`config.mk`:
```
export PLATFORM = sky130hd
export DESIGN_NAME = sdram_row_seq
export DESIGN_NICKNAME = d
export VERILOG_FILES = /design/src/rtl/sdram_row_seq.sv
export SDC_FILE = /design/constraint.sdc
export NUM_CORES = 1
export LEC_CHECK = 0
export ABC_AREA = 1
export BUFFER_PORTS_ARGS = -buffer_cell sky130_fd_sc_hd__buf_2
export CAP_MARGIN = 20
export CORE_AREA = 4 4 161 117
export DETAILED_ROUTE_END_ITERATION = 10
export DIE_AREA = 0 0 165 121
export PLACE_DENSITY = 0.58
export SKIP_LAST_GASP = 1
export SLEW_MARGIN = 20
export SYNTH_ARGS = -nofsm -noshare
export SYNTH_HDL_FRONTEND = slang
export SYNTH_SLANG_ARGS = --single-unit
```
`constraint.sdc`:
```
create_clock -name clk -period 4.7 [get_ports clk]
set_input_delay 0.235 -clock clk [delete_from_list [all_inputs] [get_ports clk]]
set_output_delay 0.235 -clock clk [all_outputs]
set_load 0.05 [all_outputs]
```
`src/rtl/sdram_row_seq.sv`:
```
module sdram_row_seq #(
  parameter int BANK_W  = 2,
  parameter int ROW_W   = 13,
  parameter int COL_W   = 9,
  parameter int LANES   = 2,
  parameter int CAS_LAT = 2,
  parameter int T_RP    = 2,
  parameter int T_RCD   = 2,
  parameter int T_RFC   = 4
) (
  input  logic                          clk,
  input  logic                          rst_n,
  input  logic                          keep_open,
  input  logic                          req_valid,
  output logic                          req_ready,
  input  logic                          req_write,
  input  logic                          req_sdram,
  input  logic [BANK_W+ROW_W+COL_W-1:0] req_addr,
  input  logic [LANES-1:0]              req_be,
  output logic                          rd_valid,
  input  logic                          refresh_req,
  output logic                          refresh_ack,
  input  logic                          release_req,
  output logic                          release_gnt,
  output logic                          sd_cs_n,
  output logic                          sd_ras_n,
  output logic                          sd_cas_n,
  output logic                          sd_we_n,
  output logic [BANK_W-1:0]             sd_ba,
  output logic [ROW_W-1:0]              sd_addr,
  output logic [LANES-1:0]              sd_dqm
);
  localparam int NB     = 1 << BANK_W;
  localparam int TL_MAX = CAS_LAT + T_RP;
  localparam int M1     = (T_RP > T_RCD) ? T_RP : T_RCD;
  localparam int M2     = (M1 > T_RFC) ? M1 : T_RFC;
  localparam int TMAX   = (M2 > TL_MAX) ? M2 : TL_MAX;
  localparam int CW     = $clog2(TMAX + 1);
  localparam int AP_BIT = 10;

  localparam logic [3:0] C_NOP = 4'b0111, C_ACT = 4'b0011, C_RD  = 4'b0101,
                         C_WR  = 4'b0100, C_PRE = 4'b0010, C_REF = 4'b0001,
                         C_DES = 4'b1111;

  typedef enum logic [3:0] {
    S_IDLE, S_PRE, S_ACT, S_NOPR, S_COL, S_TAIL, S_RPRE, S_RCMD, S_REL
  } st_t;

  st_t st;
  logic [CW-1:0] cnt;
  logic q_wr, q_ap, q_ref;
  logic [BANK_W-1:0] q_bank;
  logic [ROW_W-1:0]  q_row;
  logic [COL_W-1:0]  q_col;
  logic [LANES-1:0]  q_be;
  logic [NB-1:0]     open_v;
  logic [NB-1:0][ROW_W-1:0] open_row;

  logic [COL_W-1:0]  r_col;
  logic [ROW_W-1:0]  r_row;
  logic [BANK_W-1:0] r_bank;
  logic hit, first;
  logic [CW-1:0] tl, tpos;
  logic [3:0] cmd;

  assign r_col  = req_addr[COL_W-1:0];
  assign r_row  = req_addr[COL_W +: ROW_W];
  assign r_bank = req_addr[COL_W+ROW_W +: BANK_W];
  assign hit    = keep_open && open_v[r_bank] && (open_row[r_bank] == r_row);
  assign tl     = (q_wr ? CW'(0) : CW'(CAS_LAT)) + (q_ap ? CW'(T_RP) : CW'(0));
  assign tpos   = tl - cnt;
  assign first  = (st == S_PRE || st == S_RPRE) ? (cnt == CW'(T_RP - 1)) :
                  (st == S_ACT)  ? (cnt == CW'(T_RCD - 1)) :
                  (st == S_RCMD) ? (cnt == CW'(T_RFC - 1)) : 1'b0;

  assign req_ready = (st == S_IDLE) && !refresh_req && !release_req;
  assign {sd_cs_n, sd_ras_n, sd_cas_n, sd_we_n} = cmd;

  always_ff @(posedge clk or negedge rst_n) begin
    if (!rst_n) begin
      st <= S_IDLE; cnt <= '0;
      q_wr <= 1'b0; q_ap <= 1'b0; q_ref <= 1'b0;
      q_bank <= '0; q_row <= '0; q_col <= '0; q_be <= '0;
      open_v <= '0; open_row <= '0;
    end else begin
      case (st)
        S_IDLE:
          if (refresh_req || release_req) begin
            st <= S_RPRE; cnt <= CW'(T_RP - 1);
            q_ref <= refresh_req; open_v <= '0;
          end else if (req_valid && req_sdram) begin
            q_wr <= req_write; q_ap <= !keep_open; q_bank <= r_bank;
            q_row <= r_row; q_col <= r_col; q_be <= req_be;
            if (hit) st <= (!req_write && CAS_LAT == 1) ? S_NOPR : S_COL;
            else if (open_v[r_bank]) begin st <= S_PRE; cnt <= CW'(T_RP - 1); end
            else begin st <= S_ACT; cnt <= CW'(T_RCD - 1); end
          end
        S_PRE: begin
          if (first) open_v[q_bank] <= 1'b0;
          if (cnt == '0) begin st <= S_ACT; cnt <= CW'(T_RCD - 1); end
          else cnt <= cnt - 1'b1;
        end
        S_ACT: begin
          if (first && !q_ap) begin
            open_v[q_bank] <= 1'b1; open_row[q_bank] <= q_row;
          end
          if (cnt == '0) st <= (!q_wr && CAS_LAT == 1) ? S_NOPR : S_COL;
          else cnt <= cnt - 1'b1;
        end
        S_NOPR: st <= S_COL;
        S_COL:
          if (tl == '0) st <= S_IDLE;
          else begin st <= S_TAIL; cnt <= tl - 1'b1; end
        S_TAIL:
          if (cnt == '0) st <= S_IDLE;
          else cnt <= cnt - 1'b1;
        S_RPRE:
          if (cnt == '0) begin
            if (q_ref) begin st <= S_RCMD; cnt <= CW'(T_RFC - 1); end
            else st <= S_REL;
          end else cnt <= cnt - 1'b1;
        S_RCMD:
          if (cnt == '0) st <= S_IDLE;
          else cnt <= cnt - 1'b1;
        S_REL:
          if (!release_req) st <= S_IDLE;
        default: st <= S_IDLE;
      endcase
    end
  end

  always_comb begin
    cmd = C_NOP; sd_ba = '0; sd_addr = '0; sd_dqm = '1;
    rd_valid = 1'b0; refresh_ack = 1'b0; release_gnt = 1'b0;
    case (st)
      S_PRE:  if (first) begin cmd = C_PRE; sd_ba = q_bank; end
      S_ACT:  if (first) begin cmd = C_ACT; sd_ba = q_bank; sd_addr = q_row; end
      S_NOPR: sd_dqm = ~q_be;
      S_COL: begin
        cmd = q_wr ? C_WR : C_RD;
        sd_ba = q_bank;
        sd_addr = ROW_W'(q_col);
        sd_addr[AP_BIT] = q_ap;
        if (q_wr || CAS_LAT == 2) sd_dqm = ~q_be;
      end
      S_TAIL: begin
        if (!q_wr && CAS_LAT == 3 && tpos == CW'(1)) sd_dqm = ~q_be;
        rd_valid = !q_wr && (tpos == CW'(CAS_LAT));
      end
      S_RPRE: if (first) begin cmd = C_PRE; sd_addr[AP_BIT] = 1'b1; end
      S_RCMD: begin
        if (first) cmd = C_REF;
        refresh_ack = (cnt == '0);
      end
      S_REL: begin cmd = C_DES; release_gnt = 1'b1; end
      default: ;
    endcase
  end

  p_col_row_open_r1: assert property (@(posedge clk) disable iff (!rst_n)
    (!sd_cs_n && sd_ras_n && !sd_cas_n && !sd_addr[AP_BIT])
      |-> (open_v[sd_ba] && open_row[sd_ba] == q_row));

  p_ap_untracked_r10: assert property (@(posedge clk) disable iff (!rst_n)
    (!sd_cs_n && sd_ras_n && !sd_cas_n && sd_addr[AP_BIT]) |-> !open_v[sd_ba]);

  p_refresh_closed_r8: assert property (@(posedge clk) disable iff (!rst_n)
    ({sd_cs_n, sd_ras_n, sd_cas_n, sd_we_n} == C_REF) |-> (open_v == '0));

  p_gnt_deselect_r9: assert property (@(posedge clk) disable iff (!rst_n)
    release_gnt |-> (sd_cs_n && !req_ready));

  p_rdvalid_lat_r5: assert property (@(posedge clk) disable iff (!rst_n)
    rd_valid |-> $past({sd_cs_n, sd_ras_n, sd_cas_n, sd_we_n} == C_RD, CAS_LAT));

  p_idle_quiet_r12: assert property (@(posedge clk) disable iff (!rst_n)
    req_ready |-> ({sd_cs_n, sd_ras_n, sd_cas_n, sd_we_n} == C_NOP && sd_dqm == '1));
endmodule

```
=== Word level (Yosys, flattened, before mapping) ===
Index checks and enable logic that the tools add are counted.

* Register bits after elaboration: 92
* Latch bits: 0
* Memory bits (writable): 0
* Memory bits (read-only): 0
* Input port bits: 34
* Output and inout port bits: 25
* Memories: 0

* Add/sub/neg operators: 4
* $mul: 0
* Divide/modulo/power cells: 0
* Order comparisons: 3
* Equality and inequality tests: 25
* Shifts and indexed selects: 0
* Multiplexer cells: 55
* Bitwise operators: 5
* Reductions and logical operators: 31

{| class="wikitable"
|+ Operators by type and width
! operator !! count
|-
| 52-bit bitwise mux || 1
|-
| 4-bit two-way mux || 11
|-
| 13-bit two-way mux || 3
|-
| 3-bit two-way mux || 13
|-
| 4-bit one-hot mux with 8 select lines || 1
|-
| 13-bit binary-select mux with 2-bit select || 1
|-
| 13-bit demux with 2-bit select || 1
|-
| 10-bit one-hot mux with 2 select lines || 1
|-
| 4-bit one-hot mux with 5 select lines || 1
|-
| 4-bit by 3-bit equality test with 1-bit output, second input constant || 4
|-
| 3-bit one-hot mux with 5 select lines || 1
|-
| 13-bit equality test || 1
|-
| 2-bit two-way mux || 6
|-
| 2-bit by 1-bit != test with 1-bit output, second input constant || 6
|-
| 4-bit one-hot mux with 3 select lines || 1
|-
| 6-bit AND reduction || 2
|-
| 1-bit two-way mux || 10
|-
| 4-bit by 2-bit equality test with 1-bit output, second input constant || 2
|-
| 1-bit logical AND || 8
|-
| 2-bit != test, second input constant || 4
|-
| 2-bit OR reduction || 4
|-
| 3-bit by 2-bit equality test with 1-bit output, second input constant || 2
|-
| 3-bit zero test || 2
|-
| 2-bit by 3-bit < comparator with 1-bit output, second input constant || 2
|-
| 28 further kinds || 35
|}

=== Depth between registers and ports, before layout ===
* Depth after elaboration: 8
* Gate-level depth with buffers: 17
* Gate-level depth less buffers: 15

=== Worst setup path before layout ===
OpenSTA, ideal clock, no wires.

* Kind: register -> output
* Start: register st[2]
* End: output port sd_addr[0]
* Data arrival time: 2.422 ns
* Data required time: 4.465 ns
* Setup slack: 2.043 ns
* Cell stages (with the launch flop): 11
* Buffers on the path: 1
* Cells stage by stage: dfrtp_1 nor2_2 nand2_1 inv_2 nand2_2 nand2_2 a21oi_4 inv_4 nand2_4 buf_2 o21ai_0

* Word-level cells in the longest chain between the ends: 6

{| class="wikitable"
|+ Ends and longest elaborated chain
! element !! RTL line !! source
|-
| from (decl) || 49 || <nowiki>st_t st;</nowiki>
|-
| from (signal assigned) || 94 || <nowiki>if (hit) st <= (!req_write && CAS_LAT == 1) ? S_NOPR : S_COL;</nowiki>
|-
| from (signal assigned) || 107 || <nowiki>if (cnt == '0) st <= (!q_wr && CAS_LAT == 1) ? S_NOPR : S_COL;</nowiki>
|-
| 4-bit by 3-bit equality test with 1-bit output || 74 || <nowiki>(st == S_RCMD) ? (cnt == CW'(T_RFC - 1)) : 1'b0;</nowiki>
|-
| 1-bit two-way mux || 74 ||
|-
| 1-bit two-way mux || 73 || <nowiki>(st == S_ACT) ? (cnt == CW'(T_RCD - 1)) :</nowiki>
|-
| 1-bit two-way mux || 72 || <nowiki>assign first = (st == S_PRE || st == S_RPRE) ? (cnt == CW'(T_RP - 1)) :</nowiki>
|-
| 13-bit two-way mux || 137 || <nowiki>S_ACT: if (first) begin cmd = C_ACT; sd_ba = q_bank; sd_addr = q_row; end</nowiki>
|-
| 10-bit one-hot mux with 2 select lines * || 135 || <nowiki>case (st)</nowiki>
|-
| to (decl) || 30 || <nowiki>output logic [ROW_W-1:0] sd_addr,</nowiki>
|}

Every way passes the cells marked *; elsewhere a longest branch is shown, timed or not.

=== Worst setup path after layout ===
* Start: register st[1]
* End: output port sd_dqm[1]

* Word-level cells in the longest chain between the ends: 3

{| class="wikitable"
|+ Ends and longest elaborated chain
! element !! RTL line !! source
|-
| 4-bit by 3-bit equality test with 1-bit output or 4-bit by 2-bit equality test with 1-bit output (tied branches) || 135 ||
|-
| 2-bit OR reduction (no line) * || -- ||
|-
| 2-bit two-way mux * || -- ||
|-
| to (decl) || 31 || <nowiki>output logic [LANES-1:0] sd_dqm</nowiki>
|}

Marked as above.

==> out/results.ini <==
[status]
outcome=complete, no violations

[synth]
async_reset_ff_share_pct=100
syn-instance-count=647
synth-edff-count=0
yosysMostFrequentCell=nand2_1
mappedNetlistArea_um2=5100
postSynthRegisterBits=92
ys_types=40
synthesis.area_per_instance_um2=7.88
post_synth_main_area_contributors=dfrtp_1 45%, nand2_1 16%, nand3_1 4.2%
synth_top_area_share_pct=45.1
most_instantiated_cells_after_synthesis=221 x nand2_1, 92 x dfrtp_1, 53 x inv_1, 47 x nor2_1, 43 x nand3_1
synth_top_flop_cell=dfrtp_1
synth-warning-count=0
post-synth-top-area-cell=dfrtp_1
postSynthNetCount=689
sequential_element_share_of_the_synthesized_area_pct=45.1

[worst_setup_path]
flop_to_flop_setup_slack_ns=2.56
worst-r2r-cell-count=9
crit_path_start_kind=register
worst_r2r_startpoint=st[1]
timing_worst_setup_path_type=register to primary output
cp.arrival_ns=2.47
critical_path.reg2reg.endpoint=st[2]
timing.critical_path.required_ns=4.47
path_max_fanout=15
setup.worst_path.end_class=primary output

[hold_path]
timing.hold.worst.start=req_addr[7]
timing.hold.worst_path_depth=2
min_delay_worst_endpoint=q_col[7]
min-delay-path-class=input port to register

[clocking]
clk-insertion-delay-late_ns=0.34
cts-resized-gates=0
max-clock-path-buffers=2
cts_htree_levels=3
clkTransAtPathRegs_ns=0.07
clock_tree_from_tritoncts=yes
clock_sink_count=92
postCtsSetupRepairBufs=0
cts-root-buf=clkbuf_16
total_clock_buffers_created_by_cts=9

[timing]
achievable-frequency_mhz=369
report.final.slew_viol_count=0
final_hold_viol_count=0
min_period_ns=2.71
rsz0062_at_grt=false
max_slew_headroom_pct=38.3
report.final.setup_viol=0
finalHoldWorstSlack_ns=0.100
finalClockSkew_ns=0.00700
final.setup.tns_ns=0
worst_slack_ns=1.99
worstMarginPinSlew_ns=0.924
final.period_utilization_pct=57.7

[placed_design]
cell_area_placed_um2=5530
place_hpwl_um=9480
gp_congestion=0.853
place.port_buffers=58
placement.setup.worst_slack_ns=2.02

[floorplan]
start_util_pct=29.2
row_count=41
die_width_um=165
die_y_um=121
fp.coreArea_um2=17500
design.die.area_um2=20000
pin_count=59

[detailed_routing]
post-route-drc-count=0
detail_route.vias_per_cell=4.56
finalWirelength_um=13300
drtIter0Drc=335
detail_route.wl_per_cell_um=14.2
via_count=4272
drt_first_pass_iters=5
antenna_left=0

[pwr]
p_leak_nw=2.93
powerDensity_nw_per_um2=598
vdd_ir_drop_max_uv=266

[final_layout]
num_antenna_cells=0
layout.cell_area.non_filler_um2=5860
n_fill_cell=1894
syn_to_layout_area_delta_pct=14.9
post_route_cells_drive_above_1_share_pct=18.4
fin_nets=737

[global_route]
initial_antenna_violation_count=0
vias_in_the_first_global_route=4137
grt_pass1_wl_um=22200
grt_start_max_net_pins=50
groute.usage.overall_pct=14.0
remaining_global_route_overflow=0

[job]
max_cap_violations=0

-- flip-flops by register name, summed over array words and instances, names as in the netlist, 2 cells and up --
register  flops
q_be          2
open_row     52
q_bank        2
st            4
open_v        4
cnt           3
q_row        13
q_col         9
-- worst max path at each step --
stage / startpoint / end / slack (ns)
global route: st[1] / sd_dqm[1] / 1.75
CTS: st[1] / sd_dqm[1] / 2.00
global placement: st[1] / sd_dqm[1] / 1.96
detailed placement: req_addr[22] / cnt[0] / 2.02
floorplan: st[2] / sd_addr[0] / 2.04
finish: st[1] / sd_dqm[1] / 1.99
-- per-layer routing --
layer  up-vias  GRT usage [%]  part of all wire (%)
li1       2177              -                     -
met2        87           19.5                    40
met5         -              0                     0
met4         0           1.97                  0.40
met1      2000           22.4                    54
met3         8           2.95                   4.9
-- layout make-up --
type | instances | area (um2) | area share [%]
well taps | 236 | 295 | 5.04
inverters | 58 | 220 | 3.76
repair buffers | 60 | 310 | 5.29
clock buffers | 9 | 225 | 3.84
clock inverters | 7 | 98.8 | 1.69
flip-flops and latches | 92 | 2300 | 39.3
multi-input cells | 474 | 2410 | 41.1
-- per-stage QoR --
step	total power [mW]	std cells	utilization, %
2_1_floorplan	2.36	647	-
3_3_place_gp	2.72	919	31.6
3_5_place_dp	2.73	919	31.6
4_1_cts	3.53	936	33.5
5_1_grt	3.79	936	33.5
6_report	3.51	936	33.5
-- power by group --
group	leakage (nW)	total [mW]	internal [mW]	switching (mW)
registers	1.22	1.24	1.06	0.182
clock network	0.156	0.793	0.470	0.323
logic	1.55	1.48	0.447	1.03
total	2.93	3.51	1.97	1.53
-- timing repair --
item,CTS,global route
hold endpoints to repair,48,0
endpoints found under the setup margin,0,0
hold buffers,1,0
-- cells by family (layout without fill, tap and decap cells) --
group / count (synthesis) / in the layout / synth area share (%)
xor+xnor: 5 / 5 / 0.859
flops: 92 / 92 / 45.1
compound gates: 109 / 109 / 13.2
fa+ha+maj: 8 / 8 / 1.96
mux: 11 / 11 / 2.43
simple gates: 341 / 341 / 28.7
buf+inv: 81 / 134 / 7.65
-- critical path, stage by stage (launching register included) --
cell	delay, ns
dfrtp_1	0.48
nor2_1	0.15
inv_2	0.10
nor2_2	0.57
inv_1	0.26
o21ai_0	0.26
nand2_1	0.09
buf_2	0.23
-- cell usage in the layout, fill, tap and decap left out, types with 2 or more instances in the layout --
cell type  instances
a211oi_1           2
inv_1             53
o21ai_0           31
a21oi_1           13
bufinv_16          2
nand2_4            6
nand3b_1           3
mux2_2             6
dfrtp_1           92
o211ai_1           3
mux2_1             5
nor2_1            46
nor3_1             7
nor2_4             2
nand2_1          221
xor2_1             3
buf_4              2
inv_6              2
o21ai_1           30
clkbuf_16          9
o21ai_2           23
ha_1               8
buf_2             57
nand2_2            4
xnor2_1            2
nor2_2             4
inv_2              4
nand3_1           43
No activity file was read; power rests on OpenSTA's default activity.
